<file path="config.mk">
export PLATFORM = sky130hd
export DESIGN_NAME = osd_frame_ctrl
export DESIGN_NICKNAME = d
export VERILOG_FILES = /design/src/rtl/osd_fc_pkg.sv /design/src/rtl/osd_fc_regs.sv /design/src/rtl/osd_fc_blink.sv /design/src/rtl/osd_frame_ctrl.sv
export SDC_FILE = /design/constraint.sdc
export NUM_CORES = 1
export LEC_CHECK = 0
export BUFFER_PORTS_ARGS = -buffer_cell sky130_fd_sc_hd__buf_2
export CAP_MARGIN = 0
export CORE_MARGIN = 2
export CORE_UTILIZATION = 28
export DETAILED_ROUTE_END_ITERATION = 16
export PLACE_DENSITY_LB_ADDON = 0.2
export REMOVE_ABC_BUFFERS = 1
export SETUP_SLACK_MARGIN = 0.1
export SLEW_MARGIN = 30
export SYNTH_ARGS = -nofsm -noshare
export SYNTH_HDL_FRONTEND = slang
export SYNTH_SLANG_ARGS = --single-unit
</file>
<file path="constraint.sdc">
create_clock -name clk -period 1.9 [get_ports clk]
set_input_delay 0.38 -clock clk [delete_from_list [all_inputs] [get_ports clk]]
set_output_delay 0.38 -clock clk [all_outputs]
set_load 0.02 [all_outputs]
</file>
<file path="src/rtl/osd_fc_pkg.sv">
package osd_fc_pkg;
  localparam int FADE_BIT  = 0;
  localparam int START_BIT = 1;
  localparam int DONE_BIT  = 2;
  localparam int PER_LSB   = 3;
endpackage

</file>
<file path="src/rtl/osd_fc_regs.sv">
module osd_fc_regs
  import osd_fc_pkg::*;
#(
  parameter int PER_W = 5
) (
  input  logic                     clk,
  input  logic                     rst,
  input  logic                     wr_hit,
  input  logic [PER_LSB+PER_W-1:0] wdata,
  input  logic                     meas_done_i,
  input  logic                     cal_clr_i,
  output logic                     fade_o,
  output logic                     start_o,
  output logic                     done_o,
  output logic [PER_W-1:0]         period_o
);
  logic             fade_q, start_q, done_q;
  logic [PER_W-1:0] period_q;
  logic             host_start;

  assign host_start = wr_hit && wdata[START_BIT];

  always_ff @(posedge clk) begin
    if (rst) begin
      fade_q   <= 1'b0;
      start_q  <= 1'b0;
      done_q   <= 1'b0;
      period_q <= '0;
    end else begin
      if (wr_hit) begin
        fade_q   <= wdata[FADE_BIT];
        period_q <= wdata[PER_LSB +: PER_W];
      end
      if (host_start) begin
        start_q <= 1'b1;
        done_q  <= 1'b0;
      end else if (meas_done_i && start_q) begin
        start_q <= 1'b0;
        done_q  <= 1'b1;
      end else if (cal_clr_i) begin
        done_q  <= 1'b0;
      end
    end
  end

  assign fade_o   = fade_q;
  assign start_o  = start_q;
  assign done_o   = done_q;
  assign period_o = period_q;


  start_fall_chk: assert property (@(posedge clk) disable iff (rst)
    $fell(start_q) |-> $past(meas_done_i));

  done_rise_chk: assert property (@(posedge clk) disable iff (rst)
    $rose(done_q) |-> $past(meas_done_i && start_q));

  host_start_chk: assert property (@(posedge clk) disable iff (rst)
    host_start |=> (start_q && !done_q));

  cal_clr_chk: assert property (@(posedge clk) disable iff (rst)
    (cal_clr_i && !meas_done_i) |=> !done_q);
endmodule

</file>
<file path="src/rtl/osd_fc_blink.sv">
module osd_fc_blink #(
  parameter int PER_W     = 5,
  parameter int UNIT_LOG2 = 3
) (
  input  logic             clk,
  input  logic             rst,
  input  logic [PER_W-1:0] period,
  input  logic             field_pulse_i,
  output logic             phase_o
);
  localparam int CNT_W = PER_W + UNIT_LOG2;

  logic [CNT_W-1:0] cnt_q, cnt_inc, limit;
  logic             phase_q;

  assign limit   = {period, {UNIT_LOG2{1'b0}}};
  assign cnt_inc = cnt_q + {{(CNT_W-1){1'b0}}, 1'b1};

  always_ff @(posedge clk) begin
    if (rst) begin
      cnt_q   <= '0;
      phase_q <= 1'b0;
    end else if (period == '0) begin
      cnt_q   <= '0;
      phase_q <= 1'b0;
    end else if (field_pulse_i) begin
      if (cnt_inc >= limit) begin
        cnt_q   <= '0;
        phase_q <= ~phase_q;
      end else begin
        cnt_q   <= cnt_inc;
      end
    end
  end

  assign phase_o = phase_q;


  phase_move_chk: assert property (@(posedge clk) disable iff (rst)
    !$stable(phase_q) |-> ($past(field_pulse_i) || $past(period == '0)));

  zero_hold_chk: assert property (@(posedge clk) disable iff (rst)
    (period == '0) |=> (!phase_q && cnt_q == '0));
endmodule

</file>
<file path="src/rtl/osd_frame_ctrl.sv">
module osd_frame_ctrl
  import osd_fc_pkg::*;
#(
  parameter int          ADDR_W    = 8,
  parameter logic [7:0]  REG_ADDR  = 8'h21,
  parameter int          PER_W     = 5,
  parameter int          UNIT_LOG2 = 3
) (
  input  logic                     clk,
  input  logic                     rst,
  input  logic [ADDR_W-1:0]        bus_addr,
  input  logic                     bus_wr,
  input  logic [PER_LSB+PER_W-1:0] bus_wdata,
  output logic [PER_LSB+PER_W-1:0] bus_rdata,
  input  logic                     meas_done_i,
  input  logic                     cal_clr_i,
  input  logic                     field_pulse_i,
  output logic                     fade_en_o,
  output logic                     meas_start_o,
  output logic                     meas_valid_o,
  output logic                     blink_phase_o
);
  localparam int DATA_W = PER_LSB + PER_W;

  logic             addr_hit;
  logic             fade, start, done;
  logic [PER_W-1:0] period;

  assign addr_hit = (bus_addr == ADDR_W'(REG_ADDR));

  osd_fc_regs #(.PER_W(PER_W)) regs_i (
    .clk         (clk),
    .rst         (rst),
    .wr_hit      (bus_wr && addr_hit),
    .wdata       (bus_wdata),
    .meas_done_i (meas_done_i),
    .cal_clr_i   (cal_clr_i),
    .fade_o      (fade),
    .start_o     (start),
    .done_o      (done),
    .period_o    (period)
  );

  osd_fc_blink #(.PER_W(PER_W), .UNIT_LOG2(UNIT_LOG2)) blink_i (
    .clk           (clk),
    .rst           (rst),
    .period        (period),
    .field_pulse_i (field_pulse_i),
    .phase_o       (blink_phase_o)
  );

  always_comb begin
    bus_rdata = '0;
    if (addr_hit) begin
      bus_rdata[FADE_BIT]            = fade;
      bus_rdata[START_BIT]           = start;
      bus_rdata[DONE_BIT]            = done;
      bus_rdata[PER_LSB +: PER_W]    = period;
    end
  end

  assign fade_en_o    = fade;
  assign meas_start_o = start;
  assign meas_valid_o = done;


  foreign_write_chk: assert property (@(posedge clk) disable iff (rst)
    (bus_wr && !addr_hit && !meas_done_i && !cal_clr_i) |=> $stable(fade_en_o) && $stable(meas_start_o) && $stable(meas_valid_o));

  logic unused_ok;
  assign unused_ok = ^{DATA_W};
endmodule

</file>
==> flow_metrics.py <==
metrics = {
    "route": {
        "drt_iter0_markers": 27,
        "wl_per_cell_um": 10.80,
        "vias": 937,
        "dr.pass1.iters": 4,
        "ant_nets": 0,
        "viasPerCell": 4.483,
        "drc_errors": 0,
        "wirelength_mm": 2.257,
    },
    "die": {
        "die_h_um": 63.94,
        "die-area_um2": 4088,
        "rows": 21,
        "die_w_um": 63.94,
        "ios": 34,
        "initial_utilization_pct": 29.68,
        "coreArea_um2": 3390,
    },
    "run": {
        "maxCapViolations": 0,
    },
    "sta": {
        "fin_crit_ps": 1986,
        "slew_viol_final": 0,
        "timing.fmax_ghz": 0.5034,
        "slew_headroom_pct": 81.18,
        "worst_pin_slew_ps": 282.3,
        "finalSetupViolCount": 9,
        "hold_viol_final": 0,
        "timing.final.ws_setup_ps": -86.39,
        "min_period_over_period_pct": 104.5,
        "skew_ps": 5.600,
        "rsz0062_at_grt": "yes",
    },
    "place": {
        "gp_congestion": 0.7846,
        "dp.cells": 203,
        "dpl.hpwl_mm": 1.706,
        "port_buffers": 32,
    },
    "clock_tree": {
        "root_buffer": "clkbuf_4",
        "clock_path_buffers": 2,
        "cts_tree": "yes",
        "cts.clk_slew.worst_paths_ps": 100,
        "htree_levels": 1,
        "insertion_delay_ps": 290,
        "cts.sinks": 17,
        "ctsHoldBuffers": 0,
        "numCtsBuffers": 3,
    },
    "synth": {
        "synth_area_leaders": "dfxtp_1, ha_1, xor2_1",
        "synth_area_um2": 1006,
        "synth_edf_count": 0,
        "synth_ff_type": "dfxtp_1",
        "ys_warn_count": 0,
        "synth_top_area_cell": "dfxtp_1",
        "ys_ff_latch": 17,
        "async_reset_ff_share_pct": 0,
        "syn_avg_cell_area_um2": 8.525,
        "synth_seq_area_share_pct": 33.83,
        "yosysTopAreaCellShare_pct": 33.83,
        "synth_cell_types": 28,
        "syn-instance-count": 118,
    },
    "finish": {
        "layoutNonFillerInstCount": 209,
        "diodes": 0,
        "mostFrequentLayoutCells": "buf_2, dfxtp_1, buf_4, nand2_1",
        "layout.nets": 192,
        "syn_to_final_growth_pct": 37.44,
        "layout-drive-gt1-share_pct": 45.40,
        "final_common_cell": "buf_2",
    },
    "worst_setup_path": {
        "start_kind": "flop",
        "crit_fanout": 3,
        "crit_type": "flop to flop",
        "path_cells": "and3_4 -> nand3_4 -> nor2_2 -> xor2_1 -> ha_1 -> nand3_2 -> a211o_1 -> and3_1 -> o21a_1",
        "arrival_ps": 2190,
        "cp_num_buf_inv": 0,
        "worstSetupEndpointType": "flop",
        "cpPeakStageDelay_ps": 360,
        "crit_slowest_cell": "dfxtp_2",
        "crit_family": "simple AND/OR/NAND/NOR gates",
        "cp.required_ps": 2100,
    },
    "outcome": {
        "violations": "negative setup slack",
        "status": "complete, but fails checks",
    },
    "global_routing": {
        "grt_pass1_vias": 926,
        "overflow": 0,
        "grt_pass1_wl_mm": 3.967,
        "grt_use_total_pct": 12.35,
        "grt_max_degree": 11,
        "antenna_found_initial": 0,
    },
    "power": {
        "peakVddDrop_v": 0.0001652,
        "p_per_area_nw_per_um2": 436.5,
        "total_power_uw": 603.6,
        "leakagePower_nw": 0.6289,
    },
    "worst_hold_path": {
        "hp-class": "input port to flop",
    },
}
## routing by layer
layer	GRT usage [%]	up-vias	wire length [um]
met3	2.993	2	76
met4	6.522	0	20
li1	-	498	-
met2	20.18	15	1120
met1	14.89	422	1039
met5	0	-	0
## sequential cells by signal, indices dropped and copies added (netlist names)
signal / count
blink_i.cnt_q: 8
blink_i.phase_o: 1
regs_i.done_o: 1
regs_i.fade_o: 1
regs_i.period_o: 5
regs_i.start_o: 1
## worst reg2reg max path, stage by stage (launching register included)
cell     delay (ps)
dfxtp_2         360
and3_4          200
nand3_4          90
nor2_2          100
xor2_1           70
ha_1            300
nand3_2          90
a211o_1         320
and3_1          190
o21a_1          160
## worst paths after layout
path / cells after the start / from / slack, ps / end
min reg2reg: 2 / regs_i.fade_o / 470 / regs_i.fade_o
max reg2reg: 9 / blink_i.cnt_q[0] / -90 / blink_i.phase_o
min: 2 / bus_wdata[1] / 300 / regs_i.done_o
max: 9 / blink_i.cnt_q[0] / -90 / blink_i.phase_o
## synthesized netlist by cell type, types with 2 or more instances
cell type,count
nand3_1,12
and3_2,8
xor2_1,7
nand2_1,11
dfxtp_1,17
clkbuf_1,2
ha_1,6
nor2_1,12
buf_2,2
and3_1,3
nor4b_4,2
a21oi_1,9
nand4_1,3
xnor2_1,5
inv_1,6
## where the power goes
group          switching [mW]  internal [mW]
Combinational          0.0247         0.0242
Clock                   0.117         0.0817
Sequential           0.000186          0.356
## stage by stage
| step | instance area [um2] | setup TNS (ps) | hold slack [ps] | utilization (%) | worst slack (ps) |
|---|---|---|---|---|---|
| after floorplan | 959.7 | -1310 | 438.5 | - | -147.5 |
| after global placement | 1282 | -974.1 | 457.9 | 37.84 | -146.7 |
| after detailed placement | 1282 | -1263 | 464.9 | 37.84 | -178.4 |
| after CTS | 1350 | -486.9 | 286.8 | 39.83 | -95.36 |
| after global routing | 1383 | -1567 | 310.0 | 40.79 | -222.5 |
| final | 1383 | -382.3 | 296.2 | 40.79 | -86.39 |
## cell families after synthesis
kind of cell | count (synthesis) | synth area share [%]
simple gates | 53 | 30.23
buf+inv | 13 | 6.840
xor+xnor | 12 | 10.45
compound gates | 16 | 10.20
flops | 17 | 33.83
mux | 1 | 0.9951
fa+ha+maj | 6 | 7.462
## area by class of cell
| type | instances | area, um2 |
|---|---|---|
| clock buffers | 4 | 26.28 |
| inverters | 6 | 22.52 |
| multi-input cells | 88 | 644.4 |
| flip-flops and latches | 17 | 344.1 |
| repair buffers | 48 | 287.8 |
| well taps | 46 | 57.56 |
| fillers | 345 | 2007 |
## what timing repair did
item / in CTS / in global routing
resized for setup: 11 / 5
setup endpoints to repair: 9 / 17
pin swaps: 12 / 4
setup buffers: 0 / 2
Note: power is estimated with default switching activity, not from simulation.
